--- config.mk ---
export PLATFORM = sky130hd
export DESIGN_NAME = swatch_bcd_top
export DESIGN_NICKNAME = d
export VERILOG_FILES = /design/src/rtl/swatch_pkg.sv /design/src/rtl/swatch_dp.sv /design/src/rtl/swatch_ctrl.sv /design/src/rtl/swatch_bcd_top.sv
export SDC_FILE = /design/constraint.sdc
export NUM_CORES = 1
export LEC_CHECK = 0
export ABC_AREA = 1
export BUFFER_PORTS_ARGS = -buffer_cell sky130_fd_sc_hd__buf_2
export CORE_MARGIN = 1.5
export CORE_UTILIZATION = 40
export DETAILED_ROUTE_END_ITERATION = 8
export PLACE_DENSITY = 0.61
export SYNTH_ARGS = -nofsm -noshare
export SYNTH_HDL_FRONTEND = slang
export SYNTH_SLANG_ARGS = --single-unit
--- constraint.sdc ---
create_clock -name clk -period 1.7 [get_ports clk]
set_clock_uncertainty 0.15 [all_clocks]
set_input_delay 0.34 -clock clk [delete_from_list [all_inputs] [get_ports clk]]
set_output_delay 0.34 -clock clk [all_outputs]
set_load 0.01 [all_outputs]
--- src/rtl/swatch_pkg.sv ---
package swatch_pkg;
  localparam int REG_W = 4;
  localparam int DIG_W = 4;

  localparam int CTRL_CLKEN = 0;
  localparam int CTRL_RUN   = 1;
  localparam int CTRL_CLR   = 2;
  localparam int DIR_EN     = 0;
  localparam int DIR_SWAP   = 1;
  localparam int ST_RENEW   = 0;
  localparam int ST_CARRY   = 1;
  localparam int FLG_10HZ   = 0;
  localparam int FLG_1HZ    = 1;
  localparam int FLG_RUN    = 2;
  localparam int FLG_LAP    = 3;

  localparam int ADDR_CTRL  = 0;
  localparam int ADDR_DIR   = 1;
  localparam int ADDR_STAT  = 2;
  localparam int ADDR_FLAG  = 3;
  localparam int ADDR_MASK  = 4;
  localparam int ADDR_DIG0  = 5;

  typedef struct packed {
    logic clear;
    logic advance;
    logic capture;
  } dpStrobe_t;
endpackage

--- src/rtl/swatch_dp.sv ---
module swatch_dp
  import swatch_pkg::*;
#(
  parameter int NDIG = 3
) (
  input  logic                  clk,
  input  logic                  rstN,
  input  dpStrobe_t             stb,
  output logic [NDIG*DIG_W-1:0] liveDigits,
  output logic [NDIG*DIG_W-1:0] capDigits,
  output logic                  wrapSub,
  output logic                  wrapTop
);
  localparam logic [DIG_W-1:0] DIG_MAX = DIG_W'(9);
  localparam logic [DIG_W-1:0] DIG_ONE = DIG_W'(1);

  logic [NDIG:0] carry;
  assign carry[0] = stb.advance & ~stb.clear;

  for (genvar i = 0; i < NDIG; i++) begin : gDigit
    logic [DIG_W-1:0] digQ;
    assign carry[i+1] = carry[i] & (digQ == DIG_MAX);
    assign liveDigits[i*DIG_W +: DIG_W] = digQ;

    always_ff @(posedge clk) begin
      if (!rstN || stb.clear) begin
        digQ <= '0;
      end else if (carry[i]) begin
        digQ <= (digQ == DIG_MAX) ? '0 : digQ + DIG_ONE;
      end
    end
  end

  always_ff @(posedge clk) begin
    if (!rstN) begin
      capDigits <= '0;
    end else if (stb.capture) begin
      capDigits <= liveDigits;
    end
  end

  assign wrapSub = carry[NDIG-1];
  assign wrapTop = carry[NDIG];
endmodule

--- src/rtl/swatch_ctrl.sv ---
module swatch_ctrl
  import swatch_pkg::*;
#(
  parameter int NDIG = 3,
  localparam int AW = $clog2(ADDR_DIG0 + NDIG)
) (
  input  logic                  clk,
  input  logic                  rstN,
  input  logic                  tick,
  input  logic                  wrEn,
  input  logic                  rdEn,
  input  logic [AW-1:0]         addr,
  input  logic [REG_W-1:0]      wrData,
  output logic [REG_W-1:0]      rdData,
  input  logic                  pinA,
  input  logic                  pinB,
  output logic                  irq,
  input  logic [NDIG*DIG_W-1:0] liveDigits,
  input  logic [NDIG*DIG_W-1:0] capDigits,
  input  logic                  wrapSub,
  input  logic                  wrapTop,
  output dpStrobe_t             stb
);
  logic clkEnQ, runQ, dirEnQ, swapQ;
  logic renewQ, carryQ, freshQ;
  logic [REG_W-1:0] flagQ, maskQ;
  logic [2:0] syncA, syncB;

  logic edgeA, edgeB, runEdge, lapEdge;
  logic wrCtrl, wrDir, wrFlag, wrMask, digitRead;
  logic [REG_W-1:0] events;
  logic [NDIG*DIG_W-1:0] shown;

  assign edgeA   = syncA[1] & ~syncA[2];
  assign edgeB   = syncB[1] & ~syncB[2];
  assign runEdge = dirEnQ & (swapQ ? edgeB : edgeA);
  assign lapEdge = dirEnQ & (swapQ ? edgeA : edgeB);

  assign wrCtrl = wrEn && (addr == AW'(ADDR_CTRL));
  assign wrDir  = wrEn && (addr == AW'(ADDR_DIR));
  assign wrFlag = wrEn && (addr == AW'(ADDR_FLAG));
  assign wrMask = wrEn && (addr == AW'(ADDR_MASK));
  assign digitRead = rdEn && dirEnQ && (addr >= AW'(ADDR_DIG0));

  assign stb.clear   = wrCtrl & wrData[CTRL_CLR];
  assign stb.advance = tick & clkEnQ & runQ;
  assign stb.capture = lapEdge;

  always_comb begin
    events = '0;
    events[FLG_10HZ] = wrapSub;
    events[FLG_1HZ]  = wrapTop;
    events[FLG_RUN]  = runEdge;
    events[FLG_LAP]  = lapEdge;
  end

  always_ff @(posedge clk) begin
    if (!rstN) begin
      syncA <= '0;
      syncB <= '0;
      clkEnQ <= 1'b0;
      runQ <= 1'b0;
      dirEnQ <= 1'b0;
      swapQ <= 1'b0;
      flagQ <= '0;
      maskQ <= '0;
      freshQ <= 1'b0;
      renewQ <= 1'b0;
      carryQ <= 1'b0;
    end else begin
      syncA <= {syncA[1:0], pinA};
      syncB <= {syncB[1:0], pinB};
      if (wrCtrl) begin
        clkEnQ <= wrData[CTRL_CLKEN];
        runQ <= wrData[CTRL_RUN];
      end else if (runEdge) begin
        runQ <= ~runQ;
      end
      if (wrDir) begin
        dirEnQ <= wrData[DIR_EN];
        swapQ <= wrData[DIR_SWAP];
      end
      if (wrMask) maskQ <= wrData;
      flagQ <= (flagQ & ~(wrFlag ? wrData : '0)) | events;
      if (lapEdge) freshQ <= 1'b1;
      else if (digitRead) freshQ <= 1'b0;
      if (lapEdge && freshQ) renewQ <= 1'b1;
      else if (digitRead) renewQ <= 1'b0;
      if (wrapTop && freshQ) carryQ <= 1'b1;
      else if (digitRead) carryQ <= 1'b0;
    end
  end

  assign shown = dirEnQ ? capDigits : liveDigits;

  always_comb begin
    rdData = '0;
    case (addr)
      AW'(ADDR_CTRL): begin
        rdData[CTRL_CLKEN] = clkEnQ;
        rdData[CTRL_RUN] = runQ;
      end
      AW'(ADDR_DIR): begin
        rdData[DIR_EN] = dirEnQ;
        rdData[DIR_SWAP] = swapQ;
      end
      AW'(ADDR_STAT): begin
        rdData[ST_RENEW] = renewQ;
        rdData[ST_CARRY] = carryQ;
      end
      AW'(ADDR_FLAG): rdData = flagQ;
      AW'(ADDR_MASK): rdData = maskQ;
      default: begin
        for (int i = 0; i < NDIG; i++) begin
          if (addr == AW'(ADDR_DIG0 + i)) rdData = shown[i*DIG_W +: DIG_W];
        end
      end
    endcase
  end

  assign irq = |(flagQ & maskQ);
endmodule

--- src/rtl/swatch_bcd_top.sv ---
module swatch_bcd_top
  import swatch_pkg::*;
#(
  parameter int NDIG = 3,
  localparam int AW = $clog2(ADDR_DIG0 + NDIG)
) (
  input  logic             clk,
  input  logic             rstN,
  input  logic             tick,
  input  logic             wrEn,
  input  logic             rdEn,
  input  logic [AW-1:0]    addr,
  input  logic [REG_W-1:0] wrData,
  output logic [REG_W-1:0] rdData,
  input  logic             pinA,
  input  logic             pinB,
  output logic             irq
);
  dpStrobe_t stb;
  logic [NDIG*DIG_W-1:0] liveDigits, capDigits;
  logic wrapSub, wrapTop;

  swatch_ctrl #(.NDIG(NDIG)) uCtrl (
    .clk(clk), .rstN(rstN), .tick(tick), .wrEn(wrEn), .rdEn(rdEn),
    .addr(addr), .wrData(wrData), .rdData(rdData), .pinA(pinA),
    .pinB(pinB), .irq(irq), .liveDigits(liveDigits),
    .capDigits(capDigits), .wrapSub(wrapSub), .wrapTop(wrapTop),
    .stb(stb)
  );

  swatch_dp #(.NDIG(NDIG)) uDp (
    .clk(clk), .rstN(rstN), .stb(stb), .liveDigits(liveDigits),
    .capDigits(capDigits), .wrapSub(wrapSub), .wrapTop(wrapTop)
  );
endmodule

* Yosys cells after proc, flatten, opt, wreduce, memory -nomap -nowiden
Index checks and enable logic that the tools add are counted.
W data, S select, Z words.
** Word-level totals
- Flip-flop bits (word level) :: 45
- Latch bits :: 0
- Memory bits (writable) :: 0
- Memory bits (read-only) :: 0
- Input bits :: 14
- Output and inout bits :: 5
- Word-level logic and storage cells :: 83
- Memories kept :: 0
** Operators by class
- Add/subtract/negate cells :: 3
- Multipliers :: 0
- Divide/modulo/power cells :: 0
- Order comparisons :: 1
- Equal/unequal tests :: 10
- Shifts and indexed selects :: 0
- Mux-type cells :: 18
- Bitwise logic cells :: 19
- Reductions and logical operators :: 17
** Operators with widths (number)
- $mux W4 :: 7
- $add A4 B1 Y4 const B :: 3
- $eq A3 B3 Y1 const B :: 4
- $eq A4 B4 Y1 const B :: 3
- $mux W12 :: 1
- $and A1 B1 Y1 :: 11
- $pmux W2 S5 :: 1
- $and A4 B4 Y4 :: 2
- $logic_and A1 B1 Y1 :: 8
- $mux W1 :: 8
- $reduce_bool A2 Y1 :: 4
- $eq A3 B2 Y1 const B :: 2
- $pmux W2 S3 :: 1
- $not A1 Y1 :: 4
- $not A4 Y4 :: 1
- $or A4 B4 Y4 :: 1
- $reduce_or A4 Y1 :: 1
- $eq A3 B1 Y1 const B :: 1
- $ge A3 B3 Y1 const B :: 1
- $logic_not A3 Y1 :: 1
- $reduce_or A3 Y1 :: 1
- $logic_not A1 Y1 :: 1
- $logic_or A1 B1 Y1 :: 1

* Depth between registers and ports, before layout
Gate-level depths: netlist (run 1).
- Depth in word-level cells :: 10
- Mapped depth :: 7

* Hierarchy
From an unflattened synthesis (run 1), not the netlist that was laid out.
** Unflattened totals
- Cells, all modules :: 342
- Area, all modules :: 2290.9 um2
** Modules (own cells, without submodules)
- swatch_ctrl :: instances 1, cells each 202, area an instance 1236.2 um2
- swatch_dp :: instances 1, cells each 140, area an instance 1054.8 um2

* Least setup slack after synthesis (run 1)
OpenSTA, ideal clock, no wires.
- Path kind :: reg2out
- Start :: register uCtrl.dirEnQ
- End :: output port rdData[0]
- Arrival :: 1.006 ns
- Path slack :: 0.204 ns
- Stages on the path, launching flop included :: 5
- Cell sequence :: dfxtp_1 > clkbuf_1 > o21ai_0 > o21ai_0 > nand3_1
** Between the ends
- Longest elaborated chain between the ends :: 5
** RTL lines
- start, declared :: line swatch_ctrl.sv:24 : logic clkEnQ, runQ, dirEnQ, swapQ;
- start signal, assigned :: line swatch_ctrl.sv:80 : dirEnQ <= wrData[DIR_EN];
- $mux W12 :: line swatch_ctrl.sv:94 : assign shown = dirEnQ ? capDigits : liveDigits;
- $mux W4 (3 in a row) :: line swatch_ctrl.sv:115 : if (addr == AW'(ADDR_DIG0 + i)) rdData = shown[i*DIG_W +: DIG_W];
- $pmux W2 S5 * :: line swatch_ctrl.sv:98 : case (addr)
- end, declared :: line swatch_bcd_top.sv:14 : output logic [REG_W-1:0] rdData,
Every way passes the cells marked *; elsewhere a longest branch is shown, timed or not.

* Worst setup path after layout (run 1)
- Start :: register uCtrl.dirEnQ
- End :: output port rdData[1]
** Between the ends
- Longest elaborated chain between the ends :: 5
** RTL lines (line)
- $mux W12 * :: swatch_ctrl.sv:94
- $mux W4 (2 in a row) :: swatch_ctrl.sv:115
- $mux W4 * :: swatch_ctrl.sv:115
- $pmux W2 S5 * :: swatch_ctrl.sv:98
Marks and branches as above.

==> flow_summary.ini, run 1 <==
[yosys]
synth_edf_count = 0
synth_ff_type = dfxtp_1
netlist_instances = 322
synth-seq-cells = 45
synth_area_um2 = 2190
ys_types = 26
ys_seq_area_share_pct = 41.1
synth-async-reset-ratio_pct = 0
netlist.area_leader.share_pct = 41.1
synthTopCellsByCount = nand2_1, inv_1, dfxtp_1, o21ai_0, a21oi_1
yosys_warnings = 0
syn_avg_cell_area_um2 = 6.80
yosysMostFrequentCell = nand2_1
netlist_top_cells_area = dfxtp_1, nand2_1, o21ai_0
synth_fp_nets = 336
synth_top_area_cell = dfxtp_1

[setup_path]
startpoint = uCtrl.dirEnQ
startpoint_type = flip-flop
critPathRequiredTime_ns = 1.21
crit_path_end_kind = output pin
crit_type = flip-flop to output pin
crit_fanout = 6
critPathArrivalTime_ns = 1.44
r2r_start = uDp.gDigit[1].digQ[2]

[floorplanning]
dieArea_um2 = 5930
row_count = 26
core_um2 = 5200
start_util_pct = 42.1
die_x_um = 77.0
io_pins = 19
fp.dieH_um = 77.0

[cts]
cts_max_path_buffers = 2
clock_latency_ns = 0.31
clkTransAtPathRegs_ns = 0.10
post_cts_buffers = 0
cts_tree = yes
cts_root_buf = clkbuf_8
cts_sinks = 45
cts_buffers = 5
htreeDepth = 2

[global_route]
grt_max_degree = 26
grt_pass1_vias = 1899
grt_pass1_wl_mm = 9.09
grt.total_usage_pct = 19.7
grt.overflow.total = 0
antenna_found_initial = 0

[drt]
ant_nets = 0
drt_iter0_drc = 161
num_vias = 2214
drc_errors = 0
routedWlPerCell_um = 13.3
via_per_inst = 5.16
firstDrtPassIters = 5
wl_mm = 5.71

[power]
power_density_nw_per_um2 = 772
max-vdd-ir-drop_uv = 426
p_leak_uw = 0.00108

[timing]
hold_violations = 0
slew_headroom_pct = 71.1
rsz0062_at_grt = true
min_period_over_period_pct = 113
timing.final.ws_setup_ns = -0.226
period_minus_slack_ns = 1.93
worst_slew_pin_slew_ns = 0.429
slew_violations = 0
setup_viol = 4
max_clock_freq_ghz = 0.519

[layout]
post-route-cell-area_um2 = 2750
area_growth_pct = 25.5
diodes = 0
final_nets = 372
instances_no_fill = 429
layout-drive-gt1-share_pct = 20.3

[worst_hold_path]
min_path_type = primary input to flip-flop
hold_start = pinB

[place]
placedCellCount = 419
portBuffers = 18
placed_cell_area_um2 = 2500
place_ws_ns = -0.148
place.gp.congestion = 0.831
dpl.hpwl_mm = 4.12

[run]
drv_cap = 0

[outcome]
failed_checks = negative setup slack
status = complete, but fails checks
-- report_power, final --
| part | internal, µW | switching (µW) |
|---|---|---|
| Combinational | 71.2 | 108 |
| Clock | 449 | 415 |
| Sequential | 1070 | 10.7 |
-- final cells by class --
| cell class | instances | area (µm²) |
|---|---|---|
| Multi-Input combinational cell | 217 | 1130 |
| Sequential cell | 45 | 905 |
| Fill cell | 514 | 2460 |
| Clock buffer | 5 | 68.8 |
| Clock inverter | 3 | 47.5 |
| Timing Repair Buffer | 38 | 319 |
| Inverter | 51 | 191 |
| Tap cell | 70 | 87.6 |
-- routing by layer --
layer	GRT usage, %	part of all wire [%]	vias up
li1	-	-	1119
met1	29.0	50	1006
met2	27.1	41	77
met3	4.40	7.2	12
met4	8.55	2.0	0
met5	0	0	-
-- logic make-up after synthesis --
kind of cell | synth area share, %
AND/OR/NAND/NOR | 26.8
AO/OA/AOI/OAI | 20.7
buffers and inverters | 10.6
flip-flops | 41.1
XOR/XNOR | 0.800
-- path summary, 6_finish.rpt --
check | endpoint | slack [ns] | cells past startpoint
min | uCtrl.syncB[0] | 0.05 | 3
min reg2reg | uCtrl.syncA[1] | 0.27 | 2
max | rdData[1] | -0.23 | 8
max reg2reg | uDp.gDigit[2].digQ[3] | 0.13 | 7
-- sequential cells by signal, summed over array words and instances, names as in the netlist --
register and flops:
uCtrl.maskQ 4, uDp.capDigits 12, uCtrl.renewQ 1, uCtrl.swapQ 1, uCtrl.flagQ 4, uDp.gDigit.digQ 12, uCtrl.carryQ 1, uCtrl.clkEnQ 1
uCtrl.syncB 3, uCtrl.syncA 3, uCtrl.runQ 1, uCtrl.freshQ 1, uCtrl.dirEnQ 1
-- repair_timing --
action                                  in CTS  in global routing
endpoints found under the setup margin       4                  4
cloned                                       0                  2
pin swaps                                    0                  7
hold buffers                                 0                  0
resized for setup                            5                 28
-- worst max-delay path: stages (launching register included) --
cell and delay (ns):
dfxtp_4 0.39, clkbuf_16 0.17, nand2_2 0.07, o21ai_2 0.06, nand2_1 0.05, nand2_1 0.06, a21oi_2 0.11, nand3_1 0.08
buf_2 0.14
-- per-stage QoR --
stage / utilization [%] / setup TNS [ns] / hold slack, ns / total power, µW
3_5_place_dp: 48.1 / -0.474 / 0.250 / 1260
6_report: 52.8 / -0.783 / 0.0500 / 2120
3_3_place_gp: 48.1 / -0.463 / 0.243 / 1260
2_1_floorplan: - / 0 / 0.240 / 1190
5_1_grt: 52.8 / -1.11 / 0.0397 / 2220
4_1_cts: 50.4 / -0.886 / 0.0437 / 2120
-- cells in the final DEF, fill, tap and decap left out --
| master | Yosys | layout |
|---|---|---|
| a21oi_1 | 39 | 35 |
| a21oi_2 | 0 | 4 |
| a31oi_1 | 1 | 1 |
| buf_12 | 0 | 3 |
| buf_2 | 4 | 17 |
| buf_4 | 0 | 15 |
| buf_6 | 0 | 1 |
| bufinv_16 | 0 | 1 |
| clkbuf_16 | 0 | 2 |
| clkbuf_8 | 0 | 5 |
| dfxtp_1 | 45 | 44 |
| dfxtp_4 | 0 | 1 |
| inv_1 | 50 | 49 |
| inv_2 | 1 | 2 |
| inv_6 | 0 | 2 |
| nand2_1 | 70 | 67 |
| nand2_2 | 1 | 3 |
| nand2_4 | 0 | 1 |
| nand3_1 | 24 | 22 |
| nand3_2 | 0 | 2 |
| nand3_4 | 1 | 1 |
| nand3b_1 | 2 | 2 |
| nand4_1 | 3 | 3 |
| nand4_4 | 1 | 1 |
| nor2_1 | 18 | 17 |
| nor2_2 | 1 | 2 |
| nor2_4 | 3 | 3 |
| nor3_1 | 2 | 2 |
| nor3b_1 | 1 | 1 |
| o2111ai_2 | 0 | 2 |
| o211ai_1 | 1 | 1 |
| o21ai_0 | 44 | 33 |
| o21ai_1 | 0 | 6 |
| o21ai_2 | 0 | 5 |
| o21bai_1 | 1 | 1 |
| xnor2_1 | 1 | 1 |
| xor2_1 | 1 | 1 |
Power figures use the tool's default switching activity.
==> run 2: changes to the inputs <==
- ABC_CLOCK_PERIOD_IN_PS: unset -> 1700
- GPL_TIMING_DRIVEN: unset -> 0
- SLEW_MARGIN: unset -> 30
==> run 2 against run 1 <==
  * The run still ends with negative setup slack left
  * Clock power decreased by 22%
  * Via count shrank 4.0%
  * First-iteration DRC count shrank 16%
  * Register-to-register slack worse by 0.14 ns
  * Design area down 6.8%
  * Flip-flop and latch count is the same
  * Sequential share of layout area up 2.4 points
  * Utilization decreased by 3.6 points
  * Critical endpoint is now rdData[2]
  * Fmax shrank 0.84%
  * Final cell count is 1.6% lower
  * Sequential power about the same
  * Combinational power is 14% lower
==> flow_summary.ini, run 2 (synthesis results as in run 1) <==
[cts]
cts_sinks = 45
holdBufCountCts = 0
cts_tree = yes
cts_buffers = 5
clock_latency_ns = 0.30
cts_max_path_buffers = 2
cts_root_buf = clkbuf_8
clkTransAtPathRegs_ns = 0.09
htreeDepth = 2

[setup_path]
crit_type = flip-flop to output pin
r2r_cells = 6
crit_path_end_kind = output pin
r2r_start = uCtrl.syncA[1]
r2r_end = uDp.capDigits[6]
crit_fanout = 10
critPathRequiredTime_ns = 1.21
startpoint_type = flip-flop
critPathArrivalTime_ns = 1.45
ff2ff_setup_slack_ns = -0.01
startpoint = uCtrl.dirEnQ

[power]
intPower_uw = 1410
power_density_nw_per_um2 = 745
p_sw_uw = 496
p_leak_uw = 0.000963
switching_share_pct = 26.0
max-vdd-ir-drop_uv = 453
p_clk_share_pct = 35.4
seq_power_share_pct = 56.5
pwr-share-comb_pct = 8.1

[drt]
met3_length_um = 250
routedWlPerCell_um = 13.0
firstDrtPassIters = 5
ant_nets = 0
num_vias = 2126
via_per_inst = 5.04
routed.top_layer = met4
wl_mm = 5.47
m1WireLength_mm = 2.79
dr_wl_met2_mm = 2.34
drt_iter0_drc = 135
drc_errors = 0

[floorplanning]
fp.dieH_um = 77.0
core_um2 = 5200
dieArea_um2 = 5930
die_x_um = 77.0
io_pins = 19
start_util_pct = 42.1
row_count = 26

[global_route]
grt.total_usage_pct = 19.3
grt_pass1_vias = 1898
grt.overflow.total = 0
grt_max_degree = 16
antenna_found_initial = 0
grt_pass1_wl_mm = 9.06

[layout]
final_nets = 365
fill_cells = 550
instances_no_fill = 422
largest_registers = uDp.capDigits: 12 flops, uDp.gDigit.digQ: 12 flops
layout-drive-gt1-share_pct = 15.6
final_cell_mix = nand2_1, inv_1, dfxtp_1
final_common_cell = nand2_1
area_growth_pct = 16.9
diodes = 0
post-route-cell-area_um2 = 2560

[run]
drv_cap = 0

[timing]
holdWs_ns = 0.0600
period_minus_slack_ns = 1.94
hold_violations = 0
setup_viol = 5
min_period_over_period_pct = 114
worst_slew_pin_slew_ns = 0.438
timing.final.ws_setup_ns = -0.243
slew_violations = 0
max_clock_freq_ghz = 0.515
slew_headroom_pct = 70.8
rsz0062_at_grt = true

[worst_hold_path]
hold_start = pinA
min_delay_path_depth = 3
min_path_type = primary input to flip-flop
min_to = uCtrl.syncA[0]

[place]
placedCellCount = 408
portBuffers = 16
place.gp.congestion = 0.828
dpl.hpwl_mm = 4.00
place_ws_ns = -0.385
placed_cell_area_um2 = 2360

[outcome]
failed_checks = negative setup slack
status = complete, but fails checks
## run 2: worst max path at each step
stage	end	slack [ns]	cells past startpoint
CTS	rdData[0]	-0.19	8
detailed placement	rdData[2]	-0.38	8
global placement	rdData[2]	-0.37	8
finish	rdData[2]	-0.24	6
global route	rdData[2]	-0.31	8
floorplan	rdData[0]	0.20	4
## run 2: layout make-up
| cell class | instances | area [µm²] | area share, % |
|---|---|---|---|
| tap | 70 | 87.6 | 3.42 |
| timing repair buffer | 22 | 133 | 5.18 |
| clock buffer | 5 | 68.8 | 2.69 |
| multi-input combinational | 217 | 1100 | 42.9 |
| sequential | 45 | 905 | 35.3 |
| inverter | 51 | 191 | 7.47 |
| buffer | 9 | 56.3 | 2.20 |
| clock inverter | 3 | 21.3 | 0.830 |
## run 2: critical path, stage by stage, from the launching register on
cell       delay [ns]
dfxtp_4          0.41
clkbuf_8         0.18
nand2_1          0.06
o21ai_1          0.09
nand2_1          0.09
o2111ai_1        0.14
buf_2            0.18
## run 2: layer usage
layer	GRT usage (%)	up-vias
met5	0	-
met4	7.27	0
met3	3.69	9
met2	28.7	51
met1	27.5	964
li1	-	1102
## run 2: what timing repair did
action	4_1_cts	5_1_grt
buffers inserted	3	2
endpoints found under the setup margin	6	18
resized for setup	20	14
pin swaps	2	7
gates cloned	1	0
## run 2: per-stage QoR
stage / utilization (%) / TNS [ns] / power (µW)
after CTS: 48.3 / -0.729 / 1920
after floorplan: - / 0 / 1190
after global routing: 49.2 / -2.42 / 1990
after detailed placement: 45.3 / -1.31 / 1240
after global placement: 45.3 / -1.20 / 1240
final: 49.2 / -0.775 / 1910
## run 2: power by group through the flow
stage / Clock [µW] / Combinational [µW] / Sequential (µW)
floorplan: 0 / 84.9 / 1100
global placement: 0 / 134 / 1100
detailed placement: 0 / 136 / 1100
CTS: 694 / 145 / 1080
global route: 732 / 173 / 1080
finish: 675 / 154 / 1080
